$ cat src/rtl/bufctl_pkg.sv
package bufctl_pkg;

    localparam int MSG_W  = 12;
    localparam int KIND_W = 4;
    localparam int VAL_W  = 8;
    localparam int NFLD   = 4;
    localparam int NERR   = 6;

    // latched field slots
    localparam int FLD_WR  = 0;
    localparam int FLD_RD  = 1;
    localparam int FLD_BX  = 2;
    localparam int FLD_EVT = 3;

    // error slot order inside the sticky vector (maps to status bits 2..7)
    localparam int ERR_SYNC   = 0;
    localparam int ERR_FRAME  = 1;
    localparam int ERR_IDENT  = 2;
    localparam int ERR_FORMAT = 3;
    localparam int ERR_CTRL   = 4;
    localparam int ERR_OVFL   = 5;

    typedef enum logic [KIND_W-1:0] {
        K_WRBUF   = 4'd1,
        K_BX      = 4'd3,
        K_RDBUF   = 4'd4,
        K_EVT     = 4'd5,
        K_CLRERR  = 4'd13,
        K_RESTART = 4'd14
    } msg_kind_e;

    typedef struct packed {
        logic [NFLD-1:0]  ld;
        logic             clr_err;
        logic             restart;
        logic             bad_kind;
        logic [VAL_W-1:0] value;
    } msg_act_t;

endpackage

$ cat src/rtl/bufctl_decode.sv
module bufctl_decode
    import bufctl_pkg::*;
(
    input  logic             valid_i,
    input  logic [MSG_W-1:0] word_i,
    output msg_act_t         act_o
);

    logic [KIND_W-1:0] kind;

    always_comb begin
        kind         = word_i[MSG_W-1 -: KIND_W];
        act_o        = '0;
        act_o.value  = word_i[VAL_W-1:0];
        if (valid_i) begin
            case (kind)
                K_WRBUF:   act_o.ld[FLD_WR]  = 1'b1;
                K_RDBUF:   act_o.ld[FLD_RD]  = 1'b1;
                K_BX:      act_o.ld[FLD_BX]  = 1'b1;
                K_EVT:     act_o.ld[FLD_EVT] = 1'b1;
                K_CLRERR:  act_o.clr_err     = 1'b1;
                K_RESTART: act_o.restart     = 1'b1;
                default:   act_o.bad_kind    = 1'b1;
            endcase
        end
    end

endmodule

$ cat src/rtl/bufctl_field_regs.sv
module bufctl_field_regs
    import bufctl_pkg::*;
(
    input  logic                           clk,
    input  logic                           rst_n,
    input  msg_act_t                       act_i,
    output logic [NFLD-1:0][VAL_W-1:0]     fld_o,
    output logic                           pulse_o
);

    typedef struct packed {
        logic [NFLD-1:0][VAL_W-1:0] fld;
        logic                       pulse;
    } fstate_t;

    fstate_t s_d, s_q;

    always_comb begin
        s_d       = s_q;
        s_d.pulse = act_i.restart;
        for (int i = 0; i < NFLD; i++) begin
            if (act_i.ld[i]) s_d.fld[i] = act_i.value;
        end
        if (act_i.restart) s_d.fld = '0;
    end

    always_ff @(posedge clk) begin
        if (!rst_n) s_q <= '0;
        else        s_q <= s_d;
    end

    assign fld_o   = s_q.fld;
    assign pulse_o = s_q.pulse;

    for (genvar gi = 0; gi < NFLD; gi++) begin : g_fld_chk

        field_load_chk: assert property (@(posedge clk) disable iff (!rst_n)
            act_i.ld[gi] |=> (fld_o[gi] == $past(act_i.value)));

        field_hold_chk: assert property (@(posedge clk) disable iff (!rst_n)
            (!act_i.ld[gi] && !act_i.restart) |=> $stable(fld_o[gi]));
    end


    restart_zero_chk: assert property (@(posedge clk) disable iff (!rst_n)
        pulse_o |-> (fld_o == '0));

    restart_cause_chk: assert property (@(posedge clk) disable iff (!rst_n)
        act_i.restart |=> pulse_o);

    restart_only_chk: assert property (@(posedge clk) disable iff (!rst_n)
        !act_i.restart |=> !pulse_o);

endmodule

$ cat src/rtl/bufctl_status_regs.sv
module bufctl_status_regs
    import bufctl_pkg::*;
(
    input  logic             clk,
    input  logic             rst_n,
    input  msg_act_t         act_i,
    input  logic [VAL_W-1:0] expected_bx_i,
    input  logic             flt_sync_i,
    input  logic             flt_frame_i,
    input  logic             flt_ident_i,
    input  logic             flt_format_i,
    input  logic             flt_ovfl_i,
    input  logic             busy_in_i,
    input  logic             busy_out_i,
    output logic [7:0]       status_o
);

    typedef struct packed {
        logic [NERR-1:0] err;
    } sstate_t;

    sstate_t         s_d, s_q;
    logic [NERR-1:0] ev;
    logic            bx_mismatch;
    logic            clr;

    always_comb begin
        bx_mismatch     = act_i.ld[FLD_BX] && (act_i.value != expected_bx_i);
        clr             = act_i.clr_err || act_i.restart;
        ev              = '0;
        ev[ERR_SYNC]    = flt_sync_i;
        ev[ERR_FRAME]   = flt_frame_i;
        ev[ERR_IDENT]   = flt_ident_i || bx_mismatch;
        ev[ERR_FORMAT]  = flt_format_i;
        ev[ERR_CTRL]    = act_i.bad_kind;
        ev[ERR_OVFL]    = flt_ovfl_i;
        s_d             = s_q;
        if (clr) s_d.err = '0;
        s_d.err         = s_d.err | ev;
    end

    always_ff @(posedge clk) begin
        if (!rst_n) s_q <= '0;
        else        s_q <= s_d;
    end

    assign status_o = {s_q.err, busy_out_i, busy_in_i};


    err_sticky_chk: assert property (@(posedge clk) disable iff (!rst_n)
        !clr |=> ((status_o[7:2] & $past(status_o[7:2])) == $past(status_o[7:2])));

    bad_kind_chk: assert property (@(posedge clk) disable iff (!rst_n)
        act_i.bad_kind |=> status_o[6]);

    bx_mismatch_chk: assert property (@(posedge clk) disable iff (!rst_n)
        bx_mismatch |=> status_o[4]);

    err_clear_chk: assert property (@(posedge clk) disable iff (!rst_n)
        (clr && ev == '0) |=> (status_o[7:2] == '0));

    ev_survive_chk: assert property (@(posedge clk) disable iff (!rst_n)
        (clr && flt_ovfl_i) |=> status_o[7]);

endmodule

$ cat src/rtl/bufctl_msg_decoder.sv
module bufctl_msg_decoder
    import bufctl_pkg::*;
(
    input  logic        clk,
    input  logic        rst_n,
    input  logic [11:0] msg_word_i,
    input  logic        msg_valid_i,
    input  logic [7:0]  expected_bx_i,
    input  logic        flt_sync_i,
    input  logic        flt_frame_i,
    input  logic        flt_ident_i,
    input  logic        flt_format_i,
    input  logic        flt_ovfl_i,
    input  logic        busy_in_i,
    input  logic        busy_out_i,
    output logic [7:0]  wr_buf_o,
    output logic [7:0]  rd_buf_o,
    output logic [7:0]  bx_num_o,
    output logic [7:0]  evt_label_o,
    output logic        restart_o,
    output logic [7:0]  status_o
);

    msg_act_t                   act;
    logic [NFLD-1:0][VAL_W-1:0] fld;

    bufctl_decode u_decode (
        .valid_i (msg_valid_i),
        .word_i  (msg_word_i),
        .act_o   (act)
    );

    bufctl_field_regs u_fields (
        .clk     (clk),
        .rst_n   (rst_n),
        .act_i   (act),
        .fld_o   (fld),
        .pulse_o (restart_o)
    );

    bufctl_status_regs u_status (
        .clk           (clk),
        .rst_n         (rst_n),
        .act_i         (act),
        .expected_bx_i (expected_bx_i),
        .flt_sync_i    (flt_sync_i),
        .flt_frame_i   (flt_frame_i),
        .flt_ident_i   (flt_ident_i),
        .flt_format_i  (flt_format_i),
        .flt_ovfl_i    (flt_ovfl_i),
        .busy_in_i     (busy_in_i),
        .busy_out_i    (busy_out_i),
        .status_o      (status_o)
    );

    assign wr_buf_o    = fld[FLD_WR];
    assign rd_buf_o    = fld[FLD_RD];
    assign bx_num_o    = fld[FLD_BX];
    assign evt_label_o = fld[FLD_EVT];


    reset_state_chk: assert property (@(posedge clk)
        !rst_n |=> (restart_o == 1'b0 && status_o[7:2] == '0 && wr_buf_o == '0));

endmodule

$ cat config.mk
export PLATFORM = sky130hd
export DESIGN_NAME = bufctl_msg_decoder
export DESIGN_NICKNAME = d
export VERILOG_FILES = /design/src/rtl/bufctl_pkg.sv /design/src/rtl/bufctl_decode.sv /design/src/rtl/bufctl_field_regs.sv /design/src/rtl/bufctl_status_regs.sv /design/src/rtl/bufctl_msg_decoder.sv
export SDC_FILE = /design/constraint.sdc
export NUM_CORES = 1
export LEC_CHECK = 0
export BUFFER_PORTS_ARGS = -buffer_cell sky130_fd_sc_hd__buf_4
export CELL_PAD_IN_SITES_DETAIL_PLACEMENT = 1
export CELL_PAD_IN_SITES_GLOBAL_PLACEMENT = 1
export CORE_ASPECT_RATIO = 1.25
export CORE_MARGIN = 5
export CORE_UTILIZATION = 33
export DETAILED_ROUTE_END_ITERATION = 7
export HOLD_SLACK_MARGIN = 0.05
export PLACE_DENSITY = 0.74
export SLEW_MARGIN = 5
export SYNTH_ARGS = -nofsm -noshare
export SYNTH_HDL_FRONTEND = slang
export SYNTH_SLANG_ARGS = --single-unit
$ cat constraint.sdc
create_clock -name clk -period 1.9 [get_ports clk]
set_clock_uncertainty 0.05 [all_clocks]
set_input_delay 0.285 -clock clk [delete_from_list [all_inputs] [get_ports clk]]
set_output_delay 0.285 -clock clk [all_outputs]
set_load 0.1 [all_outputs]
# Word level (Yosys, flattened, before mapping)
# Index checks and enable logic that the tools add are counted.
[word_totals] reg_bits=39 input_bits=30 out_inout_bits=41 word_cells=29
[classes] n_eq_ne=7 muxes=9 n_bitwise=2 reduce_logical=5
[op_table] op="$eq 4x3->1 const B" count=2
[op_table] op="$eq 4x4->1 const B" count=2
[op_table] op="$ne 8x8->1" count=1
[op_table] op="$mux 1" count=7
[op_table] op="$mux 7" count=1
[op_table] op="$mux 6" count=1
[op_table] op="$or 6x6->6" count=1
[op_table] op="$reduce_or 6->1" count=1
[op_table] op="$eq 4x1->1 const B" count=1
[op_table] op="$eq 4x2->1 const B" count=1
[op_table] op="$logic_or 1x1->1" count=2
[op_table] op="$reduce_or 2->1" count=1
[op_table] op="$logic_and 1x1->1" count=1
[op_table] op="$not 1->1" count=1

# Longest topological paths before layout
[depth] depth_word=7 depth_mapped=6 ltp_nobuf=4

# Hierarchy
# From an unflattened synthesis, not the netlist that was laid out.
[hier_totals] cells_unflattened=162 hier_area_um2=1647.8
[by_module_without_submodules] mod="bufctl_field_regs" n_inst=1 cells_each=106 area_per_inst_um2=1206.2
[by_module_without_submodules] mod="bufctl_status_regs" n_inst=1 cells_each=33 area_per_inst_um2=294.0
[by_module_without_submodules] mod="bufctl_decode" n_inst=1 cells_each=23 area_per_inst_um2=147.6

# Worst setup path before layout
# OpenSTA, ideal clock, no wires.
[synth_timing] path_kind="input-to-reg" startpoint="input msg_word_i[9]" endpoint="register u_fields.s_q (netlist bit u_fields.fld_o[24])" setup_time_ns=0.118 t_arrival_ns=1.298 setup_slack_ns=0.434 stages=5 cell_sequence="buf_2 nor3b_4 nand3_2 mux2i_1 nor2_1"
[synth_between] elab_chain_cells=4
[synth_rtl] item="start: declaration" line="bufctl_msg_decoder.sv:6" rtl="input logic [11:0] msg_word_i,"
[synth_rtl] item="$eq 4x4->1" line="bufctl_decode.sv:16" rtl="case (kind)"
[synth_rtl] item="$mux 1" line="bufctl_decode.sv:16"
[synth_rtl] item="$mux 7 *" line="bufctl_decode.sv:15" rtl="if (valid_i) begin"
[synth_rtl] item="$reduce_or 2->1 (no source line)"
[synth_rtl] item="end signal: assignment" line="bufctl_field_regs.sv:28" rtl="if (!rst_n) s_q <= '0;"
[synth_rtl] item="end signal: assignment" line="bufctl_field_regs.sv:29" rtl="else s_q <= s_d;"
[synth_rtl] item="end: declaration" line="bufctl_field_regs.sv:16" rtl="fstate_t s_d, s_q;"
# Mark *: on every way between the ends. The rest lies on a longest branch, timed or not.
# A chain may end at the register's enable or synchronous reset.

# Final worst setup path
[layout_timing] startpoint="register u_fields.s_q (netlist bit u_fields.fld_o[14])" endpoint="output rd_buf_o[6]"
[layout_rtl] item="end: declaration" line="bufctl_msg_decoder.sv:17" rtl="output logic [7:0] rd_buf_o,"
# No word-level cell between the ends.

==> flow_metrics.env <==
export IMPL_status="completed"
export IMPL_synth_top_family_by_area="simple AND/OR/NAND/NOR gates"
export IMPL_numCtsBuffers=5
export IMPL_synthFlopType="dfxtp_1"
export IMPL_antenna_left=0
export IMPL_post_cts_setup_buffers=0
export IMPL_synth_compound_area_share_pct=6.82
export IMPL_min_to="u_status.s_q[1]$_SDFF_PN0_"
export IMPL_drc=0
export IMPL_synth_fp_nets=189
export IMPL_hp_start="flt_frame_i"
export IMPL_dp_slack_ps=406
export IMPL_cts_tree="yes"
export IMPL_tns_ps=0
export IMPL_place_congestion=0.722
export IMPL_wl_microns=4340
export IMPL_post_route_util_pct=47.6
export IMPL_clkTransAtPathRegs_ps=70
export IMPL_cts_resized_gates=0
export IMPL_slew_viol_final=0
export IMPL_yosys_area_share_simple_pct=18.5
export IMPL_arrival_ps=970
export IMPL_num_antenna_cells=0
export IMPL_rsz0062_at_grt="false"
export IMPL_path_class="flip-flop to output pin"
export IMPL_avgSynthCellArea_sq_um=9.81
export IMPL_worst_path_buf_inv=1
export IMPL_wl_per_cell_microns=15.1
export IMPL_worst_r2r_setup_slack_ps=1180
export IMPL_mostFrequentLayoutCells="buf_4, dfxtp_1, nor2_1, mux2i_1, a21oi_1"
export IMPL_fin_area_sq_um=2220
export IMPL_finalSetupViolations=0
export IMPL_drive_gt1_share_pct=36.0
export IMPL_synthMuxAreaShare_pct=15.4
export IMPL_overflow=0
export IMPL_finalCriticalPeriod_ps=1310
export IMPL_portBuffers=66
export IMPL_drtPass1Iterations=4
export IMPL_die_width_microns=71.5
export IMPL_maxSlewHeadroom_pct=77.6
export IMPL_area_growth_pct=42.2
export IMPL_antenna_found_initial=0
export IMPL_vias_per_cell=4.76
export IMPL_pin_count=71
export IMPL_fillCellCount=567
export IMPL_yosysSeqAreaShare_pct=50.0
export IMPL_yosysWarnings=0
export IMPL_vdd_ir_drop_max_v=0.000477
export IMPL_grt_pass1_wl_microns=7170
export IMPL_synth_xor_area_share_pct=5.05
export IMPL_synth_top_area_cell="dfxtp_1"
export IMPL_placed_area_sq_um=2120
export IMPL_synth_top_area_share_pct=50.0
export IMPL_critPathMaxFanout=2
export IMPL_dp_hpwl_microns=3390
export IMPL_cpLargestDelayFamily="flip-flops"
export IMPL_htreeDepth=2
export IMPL_r2r_end="u_status.s_q[2]$_SDFF_PN0_"
export IMPL_start_util_pct=33.5
export IMPL_die_y_microns=86.9
export IMPL_power_density_cell_area_nw_per_um2=820
export IMPL_path_depth=1
export IMPL_ys_seq_elements=39
export IMPL_crit_required_ps=1560
export IMPL_max_stage_delay_ps=380
export IMPL_hp_class="input pin to flip-flop"
export IMPL_final_nets=258
export IMPL_r2r_start="u_status.s_q[2]$_SDFF_PN0_"
export IMPL_synth_edf_count=0
export IMPL_yosys_area_share_adder_pct=0
export IMPL_clock_sinks=39
export IMPL_cp_cell_sequence="buf_4"
export IMPL_cellLeakagePower_nw=1.06
export IMPL_maxCapViolCount=0
export IMPL_hold_ws_ps=156
export IMPL_synth_cell_types=23
export IMPL_critPathSlowestCell="dfxtp_1"
export IMPL_yosys_top_cells_area="dfxtp_1, mux2i_1, nor2_1"
export IMPL_dieArea_sq_um=6210
export IMPL_clockBufferDepth=2
export IMPL_via_count=1372
export IMPL_worstMarginPinSlew_ps=337
export IMPL_grt_max_degree=33
export IMPL_async_flop_share_pct=0
export IMPL_period_share_pct=68.7
export IMPL_final_common_cell="buf_4"
export IMPL_syn_instance_count=159
export IMPL_drtIter0Drc=47
export IMPL_clock_latency_ps=280
export IMPL_finalHoldViolations=0
export IMPL_critPathCaptureType="output pin"
export IMPL_max_freq_mhz=766
export IMPL_netlist_area_sq_um=1560
export IMPL_num_rows=28
export IMPL_grt_pass1_vias=1474
export IMPL_postLayoutSetupSlackWorst_ps=594
export IMPL_worst_r2r_path_depth=2
export IMPL_grt_util_all_layers_pct=14.8
export IMPL_postCtsHoldBufs=0
export IMPL_core_sq_um=4660
export IMPL_cts_root_buf="clkbuf_8"
export IMPL_hold_depth=3
export IMPL_start_kind="flip-flop"
[Yosys cell counts (2+ instances only)]
library cell  count
nand3_1           8
dfxtp_1          39
buf_4             4
a21oi_1          15
nor2_1           31
nand2_1          11
buf_2             4
nor4_1            2
xor2_1            7
xnor2_1           2
mux2i_1          24
[sequential cells by signal, indices dropped and copies added (netlist names)]
signal	count
u_status.s_q	6
u_fields.fld_o	32
u_fields.pulse_o	1
[per-layer routing]
layer  wire [microns]  GRT usage [%]
met4               52           4.27
met2             2250           26.7
met3              292           4.27
met5                0              0
met1             1750           16.7
[metrics by stage]
step	total power, W	instances
after detailed placement	0.00119	281
after global placement	0.00118	281
after floorplan	0.00109	159
after global routing	0.00190	288
after CTS	0.00184	288
final	0.00182	288
[power breakdown]
group | leakage, nW | switching (W) | internal, W
Clock | 0.0513 | 0.000271 | 0.000385
Combinational | 0.690 | 0.000222 | 0.0000961
Sequential | 0.317 | 0.0000104 | 0.000835
Total | 1.06 | 0.000504 | 0.00132
[cells by family after synthesis]
logic type / Yosys count
XOR/XNOR: 9
AND/OR/NAND/NOR: 59
multiplexers: 24
flip-flops: 39
AO/OA/AOI/OAI: 18
buffers and inverters: 10
[how the worst max path moves through the flow]
stage	slack, ps	startpoint	to
6_report	590	u_fields.fld_o[14]$_SDFFE_PP0P_	rd_buf_o[6]
5_1_grt	560	u_fields.fld_o[16]$_SDFFE_PP0P_	bx_num_o[0]
4_1_cts	570	u_fields.fld_o[14]$_SDFFE_PP0P_	rd_buf_o[6]
3_5_place_dp	410	msg_word_i[10]	u_status.s_q[2]$_SDFF_PN0_
3_3_place_gp	450	msg_word_i[10]	u_status.s_q[2]$_SDFF_PN0_
2_1_floorplan	430	msg_word_i[9]	u_fields.fld_o[24]$_SDFFE_PP0P_
[layout make-up]
| class | count | area [sq um] | share of cell area [%] |
|---|---|---|---|
| sequential | 39 | 781 | 35.2 |
| multi-input combinational | 110 | 723 | 32.6 |
| timing repair buffer | 71 | 533 | 24.0 |
| tap | 60 | 75.1 | 3.38 |
| clock buffer | 6 | 72.6 | 3.27 |
| clock inverter | 1 | 30.0 | 1.35 |
| inverter | 1 | 3.75 | 0.169 |
Power figures use the tool's default switching activity.
